### src/rtl/dram_rfsh_pkg.sv
package dram_rfsh_pkg;

  typedef enum logic [1:0] {PH_PAUSE, PH_INIT, PH_RUN} phase_e;

  typedef enum logic [2:0] {
    SQ_IDLE, SQ_LEAD, SQ_ROW, SQ_PRE, SQ_SELF, SQ_EXIT
  } seq_e;

  // smallest cycle count covering a time in picoseconds
  function automatic int cyc_of_ps(longint ps, longint clk_ps);
    return int'((ps + clk_ps - 1) / clk_ps);
  endfunction

  // cycles between refreshes so that all rows fit inside the window
  function automatic int interval_cyc(longint window_ps, longint rows, longint clk_ps);
    return int'(window_ps / rows / clk_ps);
  endfunction

  function automatic int max2(int a, int b);
    return (a > b) ? a : b;
  endfunction

endpackage

### src/rtl/rfsh_tick_gen.sv
module rfsh_tick_gen #(
  parameter int PERIOD = 16
) (
  input  logic clk,
  input  logic rst_n,
  input  logic en,
  output logic tick
);
  localparam int CW = (PERIOD < 2) ? 1 : $clog2(PERIOD);
  localparam logic [CW-1:0] LAST = CW'(PERIOD - 1);

  logic [CW-1:0] cnt;

  always_ff @(posedge clk or negedge rst_n) begin
    if (!rst_n)          cnt <= '0;
    else if (!en)        cnt <= '0;
    else if (cnt == LAST) cnt <= '0;
    else                 cnt <= cnt + 1'b1;
  end

  assign tick = en && (cnt == LAST);
endmodule

### src/rtl/rfsh_backlog.sv
module rfsh_backlog #(
  parameter int MAX = 4
) (
  input  logic clk,
  input  logic rst_n,
  input  logic inc,
  input  logic dec,
  output logic nz
);
  localparam int CW = $clog2(MAX + 1);
  localparam logic [CW-1:0] TOP = CW'(MAX);

  logic [CW-1:0] cnt;
  logic          up, down;

  assign up   = inc && (cnt != TOP);
  assign down = dec && (cnt != '0);

  always_ff @(posedge clk or negedge rst_n) begin
    if (!rst_n)            cnt <= '0;
    else if (up && !down)  cnt <= cnt + 1'b1;
    else if (down && !up)  cnt <= cnt - 1'b1;
  end

  assign nz = (cnt != '0);
endmodule

### src/rtl/rfsh_strobe_seq.sv
module rfsh_strobe_seq
  import dram_rfsh_pkg::*;
#(
  parameter int LEAD     = 2,
  parameter int HOLD     = 3,
  parameter int RASL     = 15,
  parameter int PRE      = 10,
  parameter int SELF_MIN = 25000,
  parameter int EXIT     = 28
) (
  input  logic clk,
  input  logic rst_n,
  input  logic start,
  input  logic self_sel,
  input  logic sleep_req,
  output logic idle,
  output logic cbr_done,
  output logic in_self,
  output logic ras_n,
  output logic cas_n
);
  localparam int CMAX = max2(max2(max2(LEAD, RASL), max2(PRE, EXIT)), SELF_MIN);
  localparam int CW   = $clog2(CMAX + 1);
  localparam logic [CW-1:0] LEAD_LAST = CW'(LEAD - 1);
  localparam logic [CW-1:0] ROW_LAST  = CW'(RASL - 1);
  localparam logic [CW-1:0] PRE_LAST  = CW'(PRE - 1);
  localparam logic [CW-1:0] SELF_LAST = CW'(SELF_MIN - 1);
  localparam logic [CW-1:0] EXIT_LAST = CW'(EXIT - 1);
  localparam logic [CW-1:0] HOLD_C    = CW'(HOLD);

  seq_e          state;
  logic [CW-1:0] cnt;
  logic          self_q;

  always_ff @(posedge clk or negedge rst_n) begin
    if (!rst_n) begin
      state  <= SQ_IDLE;
      cnt    <= '0;
      self_q <= 1'b0;
    end else begin
      unique case (state)
        SQ_IDLE: if (start) begin
          state  <= SQ_LEAD;
          cnt    <= '0;
          self_q <= self_sel;
        end
        SQ_LEAD: if (cnt == LEAD_LAST) begin
          state <= self_q ? SQ_SELF : SQ_ROW;
          cnt   <= '0;
        end else cnt <= cnt + 1'b1;
        SQ_ROW: if (cnt == ROW_LAST) begin
          state <= SQ_PRE;
          cnt   <= '0;
        end else cnt <= cnt + 1'b1;
        SQ_PRE: if (cnt == PRE_LAST) begin
          state <= SQ_IDLE;
          cnt   <= '0;
        end else cnt <= cnt + 1'b1;
        SQ_SELF: if (cnt >= SELF_LAST && !sleep_req) begin
          state <= SQ_EXIT;
          cnt   <= '0;
        end else if (cnt < SELF_LAST) cnt <= cnt + 1'b1;
        SQ_EXIT: if (cnt == EXIT_LAST) begin
          state <= SQ_IDLE;
          cnt   <= '0;
        end else cnt <= cnt + 1'b1;
        default: state <= SQ_IDLE;
      endcase
    end
  end

  assign idle     = (state == SQ_IDLE);
  assign cbr_done = (state == SQ_PRE) && (cnt == PRE_LAST);
  assign in_self  = (state == SQ_SELF);
  assign ras_n    = !((state == SQ_ROW) || (state == SQ_SELF));
  assign cas_n    = !((state == SQ_LEAD) || (state == SQ_SELF) ||
                      ((state == SQ_ROW) && (cnt < HOLD_C)));
endmodule

### src/rtl/dram_rfsh_sched.sv
module dram_rfsh_sched
  import dram_rfsh_pkg::*;
#(
  parameter int CLK_PS       = 4000,
  parameter int PAUSE_CYC    = cyc_of_ps(64'd100_000_000, CLK_PS),
  parameter int INIT_CNT     = 8,
  parameter int INTERVAL_CYC = interval_cyc(64'd16_000_000_000, 1024, CLK_PS),
  parameter int LEAD_CYC     = cyc_of_ps(5_000, CLK_PS),
  parameter int HOLD_CYC     = cyc_of_ps(10_000, CLK_PS),
  parameter int RAS_LOW_CYC  = cyc_of_ps(60_000, CLK_PS),
  parameter int PRE_CYC      = cyc_of_ps(40_000, CLK_PS),
  parameter int SELF_MIN_CYC = cyc_of_ps(64'd100_000_000, CLK_PS),
  parameter int EXIT_CYC     = cyc_of_ps(110_000, CLK_PS),
  parameter int BACKLOG_MAX  = 4
) (
  input  logic clk,
  input  logic rst_n,
  input  logic rfsh_gnt,
  input  logic sleep_req,
  output logic rfsh_req,
  output logic rfsh_busy,
  output logic init_done,
  output logic sleep_ack,
  output logic ras_n,
  output logic lcas_n,
  output logic ucas_n,
  output logic we_n
);
  localparam int IW = $clog2(INIT_CNT + 1);

  phase_e        phase;
  logic [IW-1:0] init_left;

  // named internal events, also used by the checker
  logic pause_tick, ival_tick;
  logic seq_idle, seq_start, seq_self, cbr_done, in_self, cas_n;
  logic owed, run;

  assign run = (phase == PH_RUN);

  rfsh_tick_gen #(.PERIOD(PAUSE_CYC)) u_pause (
    .clk(clk), .rst_n(rst_n), .en(phase == PH_PAUSE), .tick(pause_tick)
  );

  rfsh_tick_gen #(.PERIOD(INTERVAL_CYC)) u_ival (
    .clk(clk), .rst_n(rst_n), .en(run), .tick(ival_tick)
  );

  rfsh_backlog #(.MAX(BACKLOG_MAX)) u_backlog (
    .clk(clk), .rst_n(rst_n), .inc(ival_tick), .dec(run && cbr_done), .nz(owed)
  );

  // owed refresh first, sleep only when nothing is owed
  assign seq_self  = run && seq_idle && rfsh_gnt && !owed && sleep_req;
  assign seq_start = seq_idle &&
                     (((phase == PH_INIT) && (init_left != '0)) ||
                      (run && rfsh_gnt && (owed || sleep_req)));

  rfsh_strobe_seq #(
    .LEAD(LEAD_CYC), .HOLD(HOLD_CYC), .RASL(RAS_LOW_CYC), .PRE(PRE_CYC),
    .SELF_MIN(SELF_MIN_CYC), .EXIT(EXIT_CYC)
  ) u_seq (
    .clk(clk), .rst_n(rst_n), .start(seq_start), .self_sel(seq_self),
    .sleep_req(sleep_req), .idle(seq_idle), .cbr_done(cbr_done),
    .in_self(in_self), .ras_n(ras_n), .cas_n(cas_n)
  );

  always_ff @(posedge clk or negedge rst_n) begin
    if (!rst_n) begin
      phase     <= PH_PAUSE;
      init_left <= IW'(INIT_CNT);
    end else begin
      unique case (phase)
        PH_PAUSE: if (pause_tick) phase <= PH_INIT;
        PH_INIT: begin
          if (cbr_done && init_left != '0) init_left <= init_left - 1'b1;
          if (init_left == '0 && seq_idle) phase <= PH_RUN;
        end
        default: phase <= PH_RUN;
      endcase
    end
  end

  assign init_done = run;
  assign rfsh_req  = run && seq_idle && (owed || sleep_req);
  assign rfsh_busy = !seq_idle;
  assign sleep_ack = in_self;
  assign lcas_n    = cas_n;
  assign ucas_n    = cas_n;
  assign we_n      = 1'b1;
endmodule

### config.mk
export PLATFORM = sky130hd
export DESIGN_NAME = dram_rfsh_sched
export DESIGN_NICKNAME = d
export VERILOG_FILES = /design/src/rtl/dram_rfsh_pkg.sv /design/src/rtl/rfsh_tick_gen.sv /design/src/rtl/rfsh_backlog.sv /design/src/rtl/rfsh_strobe_seq.sv /design/src/rtl/dram_rfsh_sched.sv
export SDC_FILE = /design/constraint.sdc
export NUM_CORES = 1
export LEC_CHECK = 0
export BUFFER_PORTS_ARGS = -buffer_cell sky130_fd_sc_hd__buf_4
export CAP_MARGIN = 20
export CORE_UTILIZATION = 45
export CTS_BUF_LIST = sky130_fd_sc_hd__clkbuf_16
export CTS_CLUSTER_DIAMETER = 30
export CTS_CLUSTER_SIZE = 24
export DETAILED_ROUTE_END_ITERATION = 8
export SLEW_MARGIN = 20
export SYNTH_ARGS = -nofsm -noshare
export SYNTH_HDL_FRONTEND = slang
export SYNTH_SLANG_ARGS = --single-unit
### constraint.sdc
create_clock -name clk -period 6.3 [get_ports clk]
set_input_delay 0.315 -clock clk [delete_from_list [all_inputs] [get_ports clk]]
set_output_delay 0.315 -clock clk [all_outputs]
set_load 0.1 [all_outputs]
==> results of run 1 <==
[sequential cells by signal, summed over array words and instances, names as in the netlist]
signal,count
u_backlog.cnt,3
u_ival.cnt,12
u_seq.cnt,15
u_pause.cnt,15
init_left,4
u_seq.state,3
u_seq.self_q,1
phase,2
[area by class of cell]
| type | count | area (sq um) | area share [%] |
|---|---|---|---|
| Clock buffer | 5 | 125.1 | 3.643 |
| Multi-Input combinational cell | 266 | 1648 | 47.98 |
| Clock inverter | 3 | 17.52 | 0.5100 |
| Tap cell | 96 | 120.1 | 3.497 |
| Inverter | 17 | 63.81 | 1.858 |
| Timing Repair Buffer | 11 | 82.58 | 2.404 |
| Sequential cell | 55 | 1378 | 40.11 |
[cell usage in the layout, fill, tap and decap left out, drive strengths merged, types with 2 or more instances in the layout]
master,n
a211o,2
a211oi,2
a21oi,6
and2,3
and3,5
buf,11
clkbuf,5
clkinv,2
dfrtp,54
ha,8
inv,18
nand2,41
nand2b,5
nand3,25
nand4,7
nor2,40
nor3,12
nor3b,3
nor4,10
o2111ai,2
o211ai,12
o21ai,18
o221ai,2
o22ai,2
o311ai,3
o31ai,2
or2,4
or3,8
or4,3
xnor2,8
xor2,20
[where the power goes]
group	leakage (nW)	total [W]	internal (W)	switching, W
Combinational	0.615	0.0000120	0.00000144	0.0000106
Clock	0.0716	0.000276	0.000147	0.000129
Sequential	0.726	0.000353	0.000353	0
[per-layer routing]
metal | GRT usage [%] | vias to the layer above | wire (um)
met5 | 0 | - | 0
met4 | 5.000 | 0 | 57
met3 | 3.369 | 6 | 157
met2 | 29.38 | 26 | 2826
met1 | 27.05 | 1161 | 3227
li1 | - | 1254 | -
[stage by stage]
| stage | setup slack [ns] | std cells | power [W] | hold slack [ns] |
|---|---|---|---|---|
| finish | 3.384 | 453 | 0.0006409 | 0.05177 |
| global route | 3.140 | 453 | 0.0006636 | 0.1469 |
| CTS | 3.293 | 453 | 0.0006492 | 0.1022 |
| detailed placement | 3.353 | 445 | 0.0003724 | 0.4174 |
| global placement | 3.439 | 445 | 0.0003725 | 0.4182 |
| floorplan | 2.332 | 353 | 0.0003634 | 0.01941 |
[how the worst max path moves through the flow]
stage / start / end / slack, ns / cells after the start
after CTS: u_seq.cnt[9] / u_seq.cnt[9] / 3.29 / 6
after global routing: u_seq.cnt[9] / u_seq.cnt[9] / 3.14 / 6
after floorplan: u_seq.state[1] / ucas_n / 2.33 / 5
final: u_seq.cnt[9] / u_seq.cnt[9] / 3.38 / 6
after detailed placement: u_seq.cnt[9] / u_seq.cnt[9] / 3.35 / 6
after global placement: u_seq.cnt[9] / u_seq.cnt[9] / 3.44 / 6
[cell families (layout without fill, tap and decap cells)]
family / count (synthesis) / after routing / synth area share (%)
AO/OA/AOI/OAI: 57 / 57 / 12.20
XOR/XNOR: 28 / 28 / 7.763
adder cells (fa/ha/maj): 9 / 9 / 3.802
buffers and inverters: 32 / 36 / 4.237
flip-flops: 55 / 55 / 43.60
multiplexers: 2 / 2 / 0.6733
other: 1 / 1 / 0.1187
AND/OR/NAND/NOR: 169 / 169 / 27.60
==> impl_results.md, run 1 <==
- Row Count: 30
- Final core utilization: 50.55%
- Synthesized cell area: 3159 sq um
- Critical Setup Path Class: flip-flop to flip-flop
- RSZ-0062 raised after global routing: no
- Worst-Margin Slew: 0.9178 ns
- Top cells by count, synth: dfrtp_1 (54), nand2_1 (41), nor2_1 (40)
- Count of state elements after synthesis: 55
- Clock Skews: 0.004880 ns
- WL/cell: 13.84 um
- Post-CTS Hold Buffers: 0
- Die H: 85.79 um
- Crit-path leading delay family: simple AND/OR/NAND/NOR gates
- Yosys warning total: 0
- Die W: 85.79 um
- Syn Area/Cell: roughly 8.9 sq um
- Global-route wire length before repair: 11040 um
- Vias per cell: 5.402
- Maximum fanout count along the critical path: 12
- Initial antenna violation count: 0
- R2R cell count: 6
- N_diodes: 0
- Worst reg2reg path endpoint: u_seq.cnt[9]
- Buf/Inv on CP: 0
- Worst path slowest cell: nor2_1
- Finish-stage setup viols: 0
- Post-synth EDFFs: 0
- Area of placed instances: 3292 sq um
- Number of nets with antenna violations after routing: 0
- Status: completed
- DR DRC count: 0
- Final worst path period need: 2.916 ns
- Clock tree root buffer cell: clkbuf_16
- Die Footprint: 7360 sq um
- Resized cells post-CTS: 0
- Largest net degree at the start of global routing: 56
- Highest clock rate: 0.3430 GHz
- GPL Wtd Cong: 0.8153
- Sequential area share after synthesis: a little over two fifths
- Buffers on Ports: 10
- CTS Buffer Depth: 2
- Clk slew on worst S/H paths: 0.07 ns
- Area leader, netlist: dfrtp_1
- Grt ovf: 0
- Post-route setup TNS: 0 ns
- Final Hold Vio Count: 0
- Slowest stage delay, CP: between 0.7 and 0.8 ns
- Leak pwr: ~1.4 nW
- Critical Path, Cell by Cell: nor4_4, nand3_2, or3_1, and4b_1, nor2_1, o311ai_0
- Worst Setup Start Kind: flip-flop
- Worst Path Arrival: 3.03 ns
- Core area: 6794 sq um
- Num ports: 12
- Iteration-0 DRC Markers: 116
- Number of max-cap violations: 0
- CTS tree: yes
- Number of global-route vias before repair: 2295
- R2R Setup Slk: 3.38 ns
- Max Slew Vio Count: 0
- H-tree levels: 2
- Share of the synthesized area in the top cell type: 42.77%
- CTS buffer count: 5
- Total wire length: 6269 um
- R2R Path Start: u_seq.cnt[9]
- Clock sinks: 55
- Starting Density: 46.50%
- Fin area: 3435 sq um
- CP endpoint kind: flip-flop
- Final clock period utilization by the worst path: between 40% and 50%
- Setup Fix Bufs, Post-CTS: 0
- Post-Syn Nets: 366
- Post-synth cell types: 51
- Filler cells: ~650
- Layout cell share with drive strength beyond 1: 8.403%
- CP Data Required Time: 6.42 ns
- Peak supply drop: between 0.09 and 0.1 mV
- Routed via count: 2447
- DRT Pass-1 Iters: 4
- Top-count cell post-synth: dfrtp_1
- Pwr Density: 186.6 nW/um^2
- Top FF cell, synth: dfrtp_1
- NumNets Final: approximately 370
- Synth top area cells: dfrtp_1 (43%), xor2_1 (5.5%), nand2_1 (4.9%)
- Detail Placement HPWL: 4378 um
- Worst-skew pair later-pin latency: 0.29 ns
- Async SR Flop Fraction: 100.0%
- Area Growth Syn to Fin: 8.713%
- Worst slew margin relative to its limit: 38.25%
- Worst hold path type: input port to asynchronous set/reset pin
- Syn Inst Count: 353
- Overall Global Routing Usage: 18.82%
Power figures use the tool's default switching activity.
==> run 2, diff against run 1 <==
Settings changed: ABC_AREA from default to 1.
Clock period 6.3 ns to 2.8 ns, I/O delays scaled along.
==> impl_results.md, run 2 <==
- Worst-skew pair later-pin latency: 0.29 ns (about the same)
- Pwr Density: 423.6 nW/um^2 (+130%)
- Detail Placement HPWL: 4731 um (+8.1%)
- Starting Density: 47.62% (+1.1 points)
- Overall Global Routing Usage: 19.33% (+0.51 points)
- Clock Skews: 0.005571 ns (+0.0006904 ns)
- WL/cell: 11.80 um (-15%)
- Clock tree root buffer cell: clkbuf_16
- Share of the synthesized area in the top cell type: 40.86% (-1.9 points)
- Buf/Inv on CP: 2 (+2)
- Commonest non-fill, non-tap cell in the layout: nand2_1
- Post-synth EDFFs: 0 (unchanged)
- Top-count cell post-synth: nand2_1
- Critical Setup Path Class: flip-flop to flip-flop
- Final worst path period need: 2.356 ns (-0.5598 ns)
- Syn Area/Cell: 7.482 sq um (-16%)
- CTS tree: yes
- RSZ-0062 raised after global routing: no
- Most frequent cells in the layout: nand2_1 (115), inv_1 (62), nor2_1 (58), dfrtp_1 (54), nand3_1 (28)
- CP Data Required Time: 2.97 ns (-3.45 ns)
- Setup Fix Bufs, Post-CTS: 0 (unchanged)
- CTS Buffer Depth: 2 (unchanged)
- Initial antenna violation count: 0 (unchanged)
- GPL Wtd Cong: 0.8320 (+2.0%)
- Worst path slowest cell: dfrtp_1
- Layout cell share with drive strength beyond 1: 9.471% (+1.1 points)
- Routed via count: 2696 (+10%)
- Critical Path, Cell by Cell: inv_1, ha_1, nand2_1, nor3_1, nand4_1, a211oi_1, ha_1, inv_1, fa_1, a21oi_1, o21ai_0, xor2_1
- Slowest stage delay, CP: 0.40 ns (-0.34 ns)
- DR DRC count: 0 (unchanged)
- Top cells by count, synth: nand2_1 (115), inv_1 (62), nor2_1 (58)
- CTS buffer count: 5 (unchanged)
- Async SR Flop Fraction: 100.0% (unchanged)
- Buffers on Ports: 10 (unchanged)
- Post-synth cell types: 38 (-25%)
- Area leader, netlist: dfrtp_1
- Worst hold path type: input port to flip-flop
- Final setup margin: 0.4441 ns (-2.940 ns)
- Placed cell count: 541 (+22%)
- Total wire length: 6491 um (+3.5%)
- Grt ovf: 0 (unchanged)
- Sequential area share after synthesis: 41.66% (-1.9 points)
- Finish-stage setup viols: 0 (unchanged)
- Biggest regs: u_pause.cnt (15), u_seq.cnt (15), u_ival.cnt (12)
- Row Count: 30 (unchanged)
- Setup WS pre-CTS: 0.4654 ns (-2.887 ns)
- NumNets Final: 466 (+26%)
- Synthesized cell area: 3307 sq um (+4.7%)
- H-tree levels: 2 (unchanged)
- Top FF cell, synth: dfrtp_1
- Number of nets with antenna violations after routing: 0 (unchanged)
- Post-route setup TNS: 0 ns (unchanged)
- Clock sinks: 55 (unchanged)
- Worst slew margin relative to its limit: 51.69% (+13 points)
- Worst Setup Start Kind: flip-flop
- Maximum fanout count along the critical path: 3 (-9)
- Vias per cell: 4.902 (-9.3%)
- Iteration-0 DRC Markers: 86 (-26%)
- Highest clock rate: 0.4245 GHz (+24%)
- Crit-path leading delay family: adder cells
- Die Footprint: 7696 sq um (+4.6%)
- Final Hold Vio Count: 0 (unchanged)
- Die H: 87.73 um (+2.3%)
- Final non-filler cell total: 550 (+21%)
- Syn Inst Count: 442 (+25%)
- Die W: 87.73 um (+2.3%)
- CP endpoint kind: flip-flop
- Status: completed
- Worst Path Arrival: 2.53 ns (-0.50 ns)
- Yosys warning total: 0 (unchanged)
- Area Growth Syn to Fin: 9.762%
- Count of state elements after synthesis: 55 (unchanged)
- Worst-Margin Slew: 0.7247 ns (-0.1932 ns)
- N_diodes: 0 (unchanged)
- Global-route wire length before repair: 11760 um (+6.6%)
- Largest net degree at the start of global routing: 56 (unchanged)
- Post-Syn Nets: 455 (+24%)
- Clk slew on worst S/H paths: 0.07 ns (about the same)
- Peak supply drop: 0.2552 mV (+160%)
- DRT Pass-1 Iters: 4 (unchanged)
- Number of max-cap violations: 0 (unchanged)
- Number of global-route vias before repair: 2618 (+14%)
- Final clock period utilization by the worst path: 84.14% (+38 points)
- Leak pwr: 1.806 nW (+28%)
- Num ports: 12 (unchanged)
- Max Slew Vio Count: 0 (unchanged)
- Synth top area cells: dfrtp_1 (41%), nand2_1 (13%), inv_1 (7.0%)
- Core area: 6944 sq um (+2.2%)
[run 2: cell families (layout without fill, tap and decap cells)]
kind of cell	count (synthesis)	after routing	synth area share (%)
AND/OR/NAND/NOR	250	250	34.24
buffers and inverters	72	84	9.043
flip-flops	55	55	41.66
AO/OA/AOI/OAI	36	36	6.205
XOR/XNOR	18	18	4.767
adder cells (fa/ha/maj)	9	9	3.632
other	1	1	0.1134
multiplexers	1	1	0.3405
[run 2: worst paths after layout]
check / from / to / slack (ns) / cells after the start
worst max register to register: u_ival.cnt[1] / u_backlog.cnt[2] / 0.44 / 12
worst max-delay path: u_ival.cnt[1] / u_backlog.cnt[2] / 0.44 / 12
worst min-delay path: sleep_req / u_seq.self_q / 0.20 / 3
worst min register to register: u_pause.cnt[0] / u_pause.cnt[0] / 0.47 / 1
min in group asynchronous: rst_n / u_ival.cnt[4] / 0.45 / 2
max in group asynchronous: rst_n / u_seq.cnt[6] / 1.87 / 2
[run 2: area by class of cell]
type,count,area [sq um]
fill,676,3314
multi-input combinational,315,1635
sequential,55,1378
inverter,65,244.0
clock buffer,5,125.1
tap,96,120.1
timing repair buffer,11,85.08
clock inverter,3,42.54
[run 2: power breakdown]
group	switching (W)	internal, W	leakage [nW]
Combinational	0.0000233	0.00000394	1.00
Clock	0.000294	0.000423	0.0818
Sequential	0	0.000794	0.720
[run 2: per-stage QoR]
step	power [W]	util [%]	area, sq um	hold WS (ns)
floorplan	0.0008172	-	3312	-0.1556
global placement	0.0008367	49.71	3452	0.2468
detailed placement	0.0008371	49.71	3452	0.2541
CTS	0.001561	52.27	3630	0.1960
global route	0.001592	52.27	3630	0.2121
finish	0.001538	52.27	3630	0.2041
[run 2: repair_timing]
item / CTS / global route
hold buffers: 1 / 0
resized for setup: 0 / 0
hold endpoints to repair: 54 / 0
[run 2: routing by layer]
| layer | share of wire (%) | track usage [%] | vias to the layer above | routed length [um] |
|---|---|---|---|---|
| met2 | 46 | 32.63 | 20 | 2997 |
| met4 | 1.0 | 4.471 | 0 | 67 |
| li1 | - | - | 1417 | - |
| met5 | 0 | 0 | - | 0 |
| met1 | 51 | 25.86 | 1253 | 3329 |
| met3 | 1.5 | 3.393 | 6 | 96 |
[run 2: tightest hold or removal path: stages]
cell	delay [ns]
buf_4	0.13
nand4_1	0.10
a31oi_1	0.09
